[config.mk]
export PLATFORM = sky130hd
export DESIGN_NAME = nand_ecc_syndrome
export DESIGN_NICKNAME = d
export VERILOG_FILES = /design/src/rtl/nand_ecc_pkg.sv /design/src/rtl/ecc_popcount.sv /design/src/rtl/ecc_chunk_classify.sv /design/src/rtl/nand_ecc_syndrome.sv
export SDC_FILE = /design/constraint.sdc
export NUM_CORES = 1
export LEC_CHECK = 0
export ABC_AREA = 1
export BUFFER_PORTS_ARGS = -buffer_cell sky130_fd_sc_hd__buf_2
export CORE_MARGIN = 2
export CORE_UTILIZATION = 58
export CTS_CLUSTER_DIAMETER = 40
export DETAILED_ROUTE_END_ITERATION = 12
export GPL_TIMING_DRIVEN = 0
export MAX_ROUTING_LAYER = met4
export PLACE_DENSITY = 0.95
export REMOVE_ABC_BUFFERS = 1
export SYNTH_ARGS = -nofsm -noshare
export SYNTH_HDL_FRONTEND = slang
export SYNTH_SLANG_ARGS = --single-unit
[constraint.sdc]
create_clock -name clk -period 17.3 [get_ports clk]
set_input_delay 1.73 -clock clk [delete_from_list [all_inputs] [get_ports clk]]
set_output_delay 1.73 -clock clk [all_outputs]
set_load 0.01 [all_outputs]
[src/rtl/nand_ecc_pkg.sv]
package nand_ecc_pkg;

    // Per-chunk verdict; numeric order is severity order.
    typedef enum logic [1:0] {
        CK_CLEAN    = 2'b00,
        CK_FIXABLE  = 2'b01,
        CK_CODE_BAD = 2'b10,
        CK_LOST     = 2'b11
    } chunk_status_e;

    typedef enum logic {
        PH_IDLE   = 1'b0,
        PH_REPORT = 1'b1
    } phase_e;

    function automatic chunk_status_e worse_of(chunk_status_e a, chunk_status_e b);
        return (a > b) ? a : b;
    endfunction

endpackage

[src/rtl/ecc_popcount.sv]
module ecc_popcount #(
    parameter int W     = 24,
    parameter int GRP   = 4,
    localparam int CNT_W = $clog2(W + 1),
    localparam int NGRP  = (W + GRP - 1) / GRP,
    localparam int GCW   = $clog2(GRP + 1)
) (
    input  logic [W-1:0]     bits_in,
    output logic [CNT_W-1:0] count
);

    logic [GCW-1:0] grp_cnt [NGRP];

    // first tree level: small per-group counts
    for (genvar g = 0; g < NGRP; g++) begin : g_grp
        always_comb begin
            grp_cnt[g] = '0;
            for (int b = 0; b < GRP; b++) begin
                if (g * GRP + b < W) begin
                    grp_cnt[g] = grp_cnt[g] + GCW'(bits_in[g * GRP + b]);
                end
            end
        end
    end

    // second level: sum of group counts
    always_comb begin
        count = '0;
        for (int g = 0; g < NGRP; g++) begin
            count = count + CNT_W'(grp_cnt[g]);
        end
    end

endmodule

[src/rtl/ecc_chunk_classify.sv]
module ecc_chunk_classify
    import nand_ecc_pkg::*;
#(
    parameter int CODE_W = 24,
    parameter int GRP_W  = 11,
    localparam int BIT_W  = 3,
    localparam int BYTE_W = GRP_W - BIT_W,
    localparam int CNT_W  = $clog2(CODE_W + 1)
) (
    input  logic [CODE_W-1:0]   calc,
    input  logic [CODE_W-1:0]   stored,
    output chunk_status_e       verdict,
    output logic [BYTE_W-1:0]   byte_idx,
    output logic [(1<<BIT_W)-1:0] bit_mask
);

    logic [CODE_W-1:0] syn;
    logic [CNT_W-1:0]  weight;
    logic [GRP_W-1:0]  fold_calc, fold_stored, fold_pair;

    assign syn = calc ^ stored;

    ecc_popcount #(.W(CODE_W)) u_pop (
        .bits_in (syn),
        .count   (weight)
    );

    assign fold_calc   = calc[GRP_W-1:0]   ^ calc[2*GRP_W-1:GRP_W];
    assign fold_stored = stored[GRP_W-1:0] ^ stored[2*GRP_W-1:GRP_W];
    assign fold_pair   = fold_calc ^ fold_stored;

    always_comb begin
        byte_idx = '0;
        bit_mask = '0;
        if (syn == '0 || calc == '0 || stored == '0) begin
            verdict = CK_CLEAN;
        end else if (weight == CNT_W'(1)) begin
            verdict = CK_CODE_BAD;
        end else if (weight == CNT_W'(GRP_W) && fold_pair == {GRP_W{1'b1}}) begin
            verdict  = CK_FIXABLE;
            byte_idx = syn[GRP_W-1:BIT_W];
            bit_mask = (1 << BIT_W)'(1) << syn[BIT_W-1:0];
        end else begin
            verdict = CK_LOST;
        end
    end

endmodule

[src/rtl/nand_ecc_syndrome.sv]
module nand_ecc_syndrome
    import nand_ecc_pkg::*;
#(
    parameter int CODE_W = 24,
    parameter int GRP_W  = 11,
    localparam int NCHUNK = 2,
    localparam int BYTE_W = GRP_W - 3,
    localparam int IN_W   = NCHUNK * CODE_W
) (
    input  logic              clk,
    input  logic              rst_n,
    input  logic              in_valid,
    input  logic              wide_page,
    input  logic [IN_W-1:0]   calc_code,
    input  logic [IN_W-1:0]   stored_code,
    output logic              done,
    output logic [1:0]        status,
    output logic [1:0]        status_lo,
    output logic [1:0]        status_hi,
    output logic [BYTE_W-1:0] fix_byte_lo,
    output logic [7:0]        fix_mask_lo,
    output logic [BYTE_W-1:0] fix_byte_hi,
    output logic [7:0]        fix_mask_hi
);

    chunk_status_e     raw_st   [NCHUNK];
    logic [BYTE_W-1:0] raw_byte [NCHUNK];
    logic [7:0]        raw_mask [NCHUNK];
    chunk_status_e     use_st   [NCHUNK];
    logic [BYTE_W-1:0] use_byte [NCHUNK];
    logic [7:0]        use_mask [NCHUNK];

    for (genvar c = 0; c < NCHUNK; c++) begin : g_chunk
        ecc_chunk_classify #(.CODE_W(CODE_W), .GRP_W(GRP_W)) u_cls (
            .calc     (calc_code[c*CODE_W +: CODE_W]),
            .stored   (stored_code[c*CODE_W +: CODE_W]),
            .verdict  (raw_st[c]),
            .byte_idx (raw_byte[c]),
            .bit_mask (raw_mask[c])
        );
        // upper chunk only counts in the wide page mode
        if (c == 0) begin : g_always
            assign use_st[c]   = raw_st[c];
            assign use_byte[c] = raw_byte[c];
            assign use_mask[c] = raw_mask[c];
        end else begin : g_gated
            assign use_st[c]   = wide_page ? raw_st[c] : CK_CLEAN;
            assign use_byte[c] = wide_page ? raw_byte[c] : '0;
            assign use_mask[c] = wide_page ? raw_mask[c] : '0;
        end
    end

    phase_e phase, phase_nx;

    // state register
    always_ff @(posedge clk) begin
        if (!rst_n) phase <= PH_IDLE;
        else        phase <= phase_nx;
    end

    // transitions: take / retire
    always_comb begin
        unique case (phase)
            PH_IDLE:   phase_nx = in_valid ? PH_REPORT : PH_IDLE;
            PH_REPORT: phase_nx = in_valid ? PH_REPORT : PH_IDLE;
            default:   phase_nx = PH_IDLE;
        endcase
    end

    // output process: capture verdicts on the take transition
    always_ff @(posedge clk) begin
        if (!rst_n) begin
            status      <= CK_CLEAN;
            status_lo   <= CK_CLEAN;
            status_hi   <= CK_CLEAN;
            fix_byte_lo <= '0;
            fix_mask_lo <= '0;
            fix_byte_hi <= '0;
            fix_mask_hi <= '0;
        end else if (phase_nx == PH_REPORT) begin
            status      <= worse_of(use_st[0], use_st[1]);
            status_lo   <= use_st[0];
            status_hi   <= use_st[1];
            fix_byte_lo <= use_byte[0];
            fix_mask_lo <= use_mask[0];
            fix_byte_hi <= use_byte[1];
            fix_mask_hi <= use_mask[1];
        end
    end

    assign done = (phase == PH_REPORT);

endmodule

Word level (Yosys, flattened, before mapping). Index checks and enable logic that the tools add are counted.

Register bits after elaboration: 39. Bits of input ports: 100. Output and inout bits: 39. Word-level logic and storage cells: 106.

Add/subtract/negate cells: 46. Magnitude comparators: 1. Eq/ne operators: 6. Shifts and indexed selects: 2. Muxes and demuxes: 23. Bitwise operators: 8. Reduce and logical (&&, ||, !) cells: 12.

Operators with widths (count): logical NOT 24 bit (6); 2-to-1 mux 8 bit (14); bitwise XOR 11 bit (6); bitwise XOR 24 bit (2); adder 2 x 1 -> 3 bit (12); adder 3 x 1 -> 3 bit (12); adder 5 x 3 -> 5 bit (6); adder 1 x 1 -> 2 bit (12); equality test 11 bit, second input constant (2); 2-to-1 mux 2 bit (8); << shifter 1 x 3 -> 8 bit, first input constant (2); adder 4 x 3 -> 5 bit (2); equality test 5 x 1 -> 1 bit, second input constant (2); equality test 5 x 4 -> 1 bit, second input constant (2); adder 3 x 3 -> 4 bit (2); logical OR 1 bit (4); > comparator 2 bit (1); logical AND 1 bit (2); 2-to-1 mux 1 bit (1).

Logic depth before layout (Yosys ltp).
Word-level depth: 17. Mapped depth: 33. Mapped depth without buffers: 33.

Hierarchy. Synthesis repeated with hierarchy kept, for this count alone.

Cells, all modules: 946. Area total of the unflattened synthesis: 5586.6 sq um.

By module, submodules not included: ecc_chunk_classify (times used 2, cells each 311, area an instance 1390.1 sq um); ecc_popcount (times used 2, cells each 89, area an instance 713.2 sq um); nand_ecc_syndrome (times used 1, cells each 146, area an instance 1380.1 sq um).

Worst setup path before layout. OpenSTA, ideal clock, no wires.

Path kind: input-to-reg. Start point: input port calc_code[15]. End point: register status[0]. Library setup time: 72 ps. Arrival time: 6708 ps. Data required time: 17228 ps. Path slack: 10520 ps. Cell stages on the path: 28. Path buffers: 0. Cells stage by stage: nand2_1 -> inv_1 -> nor2_1 -> inv_1 -> fa_1 -> fa_1 -> fa_1 -> fa_1 -> inv_1 -> fa_1 -> ha_1 -> inv_1 -> fa_1 -> or2_2 -> nand4_1 -> nor2_1 -> nand3_1 -> nor2_2 -> nand2_1 -> nand2_1 -> ha_1 -> nor2_1 -> o21a_1 -> inv_1 -> nand4_1 -> nand2_1 -> nand2_1 -> a21oi_1.

Longest elaborated chain between the ends: 12. Elaborated cells between the ends (all ways): 20.

RTL lines: start: declaration (RTL line nand_ecc_syndrome.sv:14) `input logic [IN_W-1:0] calc_code,`; bitwise XOR 24 bit (RTL line ecc_chunk_classify.sv:21) `assign syn = calc ^ stored;`; adder 3 x 1 -> 3 bit (RTL line ecc_popcount.sv:20) `grp_cnt[g] = grp_cnt[g] + GCW'(bits_in[g * GRP + b]);`; adder 5 x 3 -> 5 bit (3 in a row) (RTL line ecc_popcount.sv:30) `count = count + CNT_W'(grp_cnt[g]);`; equality test 5 x 4 -> 1 bit (RTL line ecc_chunk_classify.sv:39) `end else if (weight == CNT_W'(GRP_W) && fold_pair == {GRP_W{1'b1}}) begin`; logical AND 1 bit (RTL line ecc_chunk_classify.sv:39); 2-to-1 mux 2 bit (RTL line ecc_chunk_classify.sv:39); 2-to-1 mux 2 bit (RTL line ecc_chunk_classify.sv:37) `end else if (weight == CNT_W'(1)) begin`; 2-to-1 mux 2 bit (*) (RTL line ecc_chunk_classify.sv:35) `if (syn == '0 || calc == '0 || stored == '0) begin`; > comparator 2 bit (RTL line nand_ecc_pkg.sv:17) `return (a > b) ? a : b;`; 2-to-1 mux 2 bit (*) (RTL line nand_ecc_pkg.sv:17); end signal: assignment (RTL line nand_ecc_syndrome.sv:81) `status <= worse_of(use_st[0], use_st[1]);`; end: declaration (RTL line nand_ecc_syndrome.sv:17) `output logic [1:0] status,`.

Mark *: on every way between the ends. The rest lies on a longest branch, timed or not. A chain may end at the register's enable or synchronous reset.

Worst setup path in the final report. Same ends and word-level chain as after synthesis.

==> impl_metrics.env <==
export IMPL_outcome="complete, no violations"
export IMPL_fp_coreArea_um2=8260
export IMPL_clock_fmax_mhz=135
export IMPL_tightest_slew_ns=1.18
export IMPL_totalWireLength_um=12900
export IMPL_cp_max_fo=16
export IMPL_final_antenna_net_count=0
export IMPL_post_place_ws_ns=9.61
export IMPL_min_path_type="reg -> reg"
export IMPL_path_clk_slew_ns=0.07
export IMPL_clockBufferDepth=2
export IMPL_grt_max_degree=50
export IMPL_p_leak_nw=3.24
export IMPL_synth_compound_area_share_pct=6.25
export IMPL_r2r_slack_ns=16.62
export IMPL_cts_resized_gates=0
export IMPL_place_port_buffers=138
export IMPL_powerDensity_nw_per_um2=115
export IMPL_cts_tree="yes"
export IMPL_synthTopCellsByArea="nand2_1 19%, dfxtp_1 16%, fa_1 14%, inv_1 11%, nor2_1 9.4%"
export IMPL_min_from="fix_mask_hi[7]"
export IMPL_globalRouteTotalUtil_pct=28.6
export IMPL_worst_r2r_endpoint="fix_mask_hi[5]"
export IMPL_avgSynthCellArea_um2=6.09
export IMPL_routed_via_density=5.06
export IMPL_synth_seq_area_share_pct=15.7
export IMPL_max_cap_violations=0
export IMPL_rr_worst_depth=2
export IMPL_cts_sinks=39
export IMPL_die_x_um=96.5
export IMPL_pin_count=139
export IMPL_die_h_um=96.5
export IMPL_synthCells=814
export IMPL_drive_above_1_share_pct=19.8
export IMPL_cp_arrival_ns=7.63
export IMPL_synth_cell_types=32
export IMPL_clock_skew_ns=0
export IMPL_antenna_cells=0
export IMPL_final_period_utilization_pct=42.9
export IMPL_yosys_area_share_xor_xnor_pct=4.82
export IMPL_initial_core_util_pct=60.1
export IMPL_p_sw_w=0.000348
export IMPL_hold_end="fix_mask_hi[7]"
export IMPL_cpPeakStageDelay_ns=0.57
export IMPL_fin_util_pct=70.3
export IMPL_fin_area_um2=5810
export IMPL_required_ns=17.50
export IMPL_irDropWorstVdd_uv=91.5
export IMPL_cp_top_family="adder cells"
export IMPL_finalSetupViolations=0
export IMPL_start_kind="input pin"
export IMPL_wl_per_cell_um=12.2
export IMPL_slew_limit_headroom_pct=21.0
export IMPL_worstSkewPairLatency_ns=0.29
export IMPL_p_seq_share_pct=14.1
export IMPL_drt_first_pass_iters=6
export IMPL_p_int_w=0.000320
export IMPL_place_area_um2=5700
export IMPL_min_period_ns=7.43
export IMPL_cts_setup_buffers=0
export IMPL_synth_top_family_by_area="simple AND/OR/NAND/NOR gates"
export IMPL_clock_tree_root_cell="clkbuf_8"
export IMPL_cp_num_buf_inv=7
export IMPL_overflow=0
export IMPL_grt_pass1_wl_um=20500
export IMPL_worstSetupPathType="in -> reg"
export IMPL_cp_common_cell="nand2_1"
export IMPL_yosysTopAreaCell="nand2_1"
export IMPL_design_die_area_um2=9310
export IMPL_rsz0062_at_grt="false"
export IMPL_cts_max_level=2
export IMPL_swShare_pct=52.1
export IMPL_final_setup_worst_slack_ns=9.87
export IMPL_synthSimpleGateAreaFrac_pct=40.1
export IMPL_holdPathStages=2
export IMPL_critPathCaptureType="flip-flop"
export IMPL_vias=5319
export IMPL_syn_cell_area_um2=4960
export IMPL_yosysWarnings=0
export IMPL_whs_ns=0.463
export IMPL_gp_congestion=1.02
export IMPL_comb_power_share_pct=77.1
export IMPL_report_final_slew_viol_count=0
export IMPL_n_fill_cell=729
export IMPL_num_nets_final=1102
export IMPL_ys_seq_elements=39
export IMPL_cts_hold_buffers_added=0
export IMPL_cts_made_buffers=5
export IMPL_yosys_mux_area_fraction_pct=0
export IMPL_area_growth_pct=17.0
export IMPL_drc_errors=0
export IMPL_tns_ns=0
export IMPL_r2r_start="fix_mask_hi[5]"
export IMPL_drt_iter0_drc=381
export IMPL_grt_pass1_vias=4765
export IMPL_antenna_found_initial=0
export IMPL_slowest_stage="fa_1"
export IMPL_num_rows=33
export IMPL_hold_viol_final=0
export IMPL_synth_top_cell_area_share_pct=19.1
export IMPL_synthAdderAreaFrac_pct=19.5
export IMPL_p_clk_share_pct=8.8
export IMPL_dp_hpwl_um=10800
layout by cell type (no fill, tap or decap), types with 3 or more instances in the layout:
master	netlist	layout
dfxtp_1	39	39
fa_1	34	34
xor2_2	3	3
nor3_1	17	17
clkbuf_8	0	5
xnor2_1	12	12
nor2_1	124	124
ha_1	23	23
nand2_1	252	252
nand3_1	38	38
a21oi_2	10	10
nand3_2	10	10
o21ai_0	8	8
nand4_1	21	21
buf_2	2	138
xor2_1	6	6
inv_2	9	9
inv_1	147	146
a21oi_1	32	32
registers in the layout, indices dropped and copies added, names as in the netlist:
register,count
fix_byte_lo,8
fix_mask_hi,8
status_hi,2
fix_byte_hi,8
done,1
status,2
status_lo,2
fix_mask_lo,8
kinds of logic after synthesis:
| logic type | count (synthesis) |
|---|---|
| DFF | 39 |
| AOI/OAI and AO/OA | 53 |
| adders and majority gates | 57 |
| buffers and inverters | 171 |
| xor gates and xnor gates | 23 |
| and+or+nand+nor | 471 |
worst max path at each step:
stage | start | end | slack (ns) | cells after the start
3_5_place_dp | calc_code[15] | status[0] | 9.61 | 29
6_report | calc_code[15] | status[0] | 9.87 | 30
4_1_cts | calc_code[15] | status[0] | 9.91 | 29
3_3_place_gp | calc_code[15] | status[0] | 9.72 | 29
2_1_floorplan | calc_code[15] | status[0] | 10.31 | 28
5_1_grt | calc_code[15] | status[0] | 9.47 | 30
layer usage:
layer | part of all wire [%] | up-vias | GRT usage [%]
met5 | 0 | - | -
met4 | 1.7 | 0 | 6.92
met3 | 6.6 | 20 | 3.18
met2 | 49 | 193 | 48.3
met1 | 43 | 2383 | 37.0
li1 | - | 2723 | -
area by class of cell:
| class | count | area, µm² | area share (%) |
|---|---|---|---|
| clock inverter | 1 | 5.00 | 0.0862 |
| inverter | 156 | 586 | 10.1 |
| timing repair buffer | 139 | 718 | 12.4 |
| sequential | 39 | 781 | 13.4 |
| clock buffer | 7 | 76.3 | 1.31 |
| multi-input combinational | 604 | 3510 | 60.4 |
| tap | 105 | 131 | 2.26 |
power groups by stage:
stage | sequential [W] | clock [W] | combinational (W)
2_1_floorplan | 0.0000980 | 0 | 0.000376
3_3_place_gp | 0.0000963 | 0 | 0.000472
3_5_place_dp | 0.0000964 | 0 | 0.000503
4_1_cts | 0.0000943 | 0.0000591 | 0.000506
5_1_grt | 0.0000948 | 0.0000633 | 0.000592
6_report | 0.0000943 | 0.0000588 | 0.000515
worst register-to-register path: stages (launching register included):
cell and delay (ns):
dfxtp_1 0.36, nand2_1 0.08, a21oi_2 0.16
per-stage QoR:
step | total power [W] | instances
4_1_cts | 0.000659 | 1050
3_5_place_dp | 0.000599 | 1042
6_report | 0.000668 | 1051
5_1_grt | 0.000750 | 1051
2_1_floorplan | 0.000474 | 799
3_3_place_gp | 0.000568 | 1042
Yosys cell counts:
cell type  instances
a21oi_1           32
a21oi_2           10
buf_12             1
buf_2              2
buf_4              1
buf_6              1
clkbuf_1          10
dfxtp_1           39
fa_1              34
ha_1              23
inv_1            147
inv_2              9
nand2_1          252
nand2_2            2
nand3_1           38
nand3_2           10
nand3b_1           1
nand4_1           21
nand4_2            1
nor2_1           124
nor2_2             2
nor2_4             1
nor3_1            17
nor3_2             1
o21a_1             2
o21ai_0            8
o21bai_1           1
or2_2              1
xnor2_1           12
xnor2_2            2
xor2_1             6
xor2_2             3
Note: power is estimated with default switching activity, not from simulation.
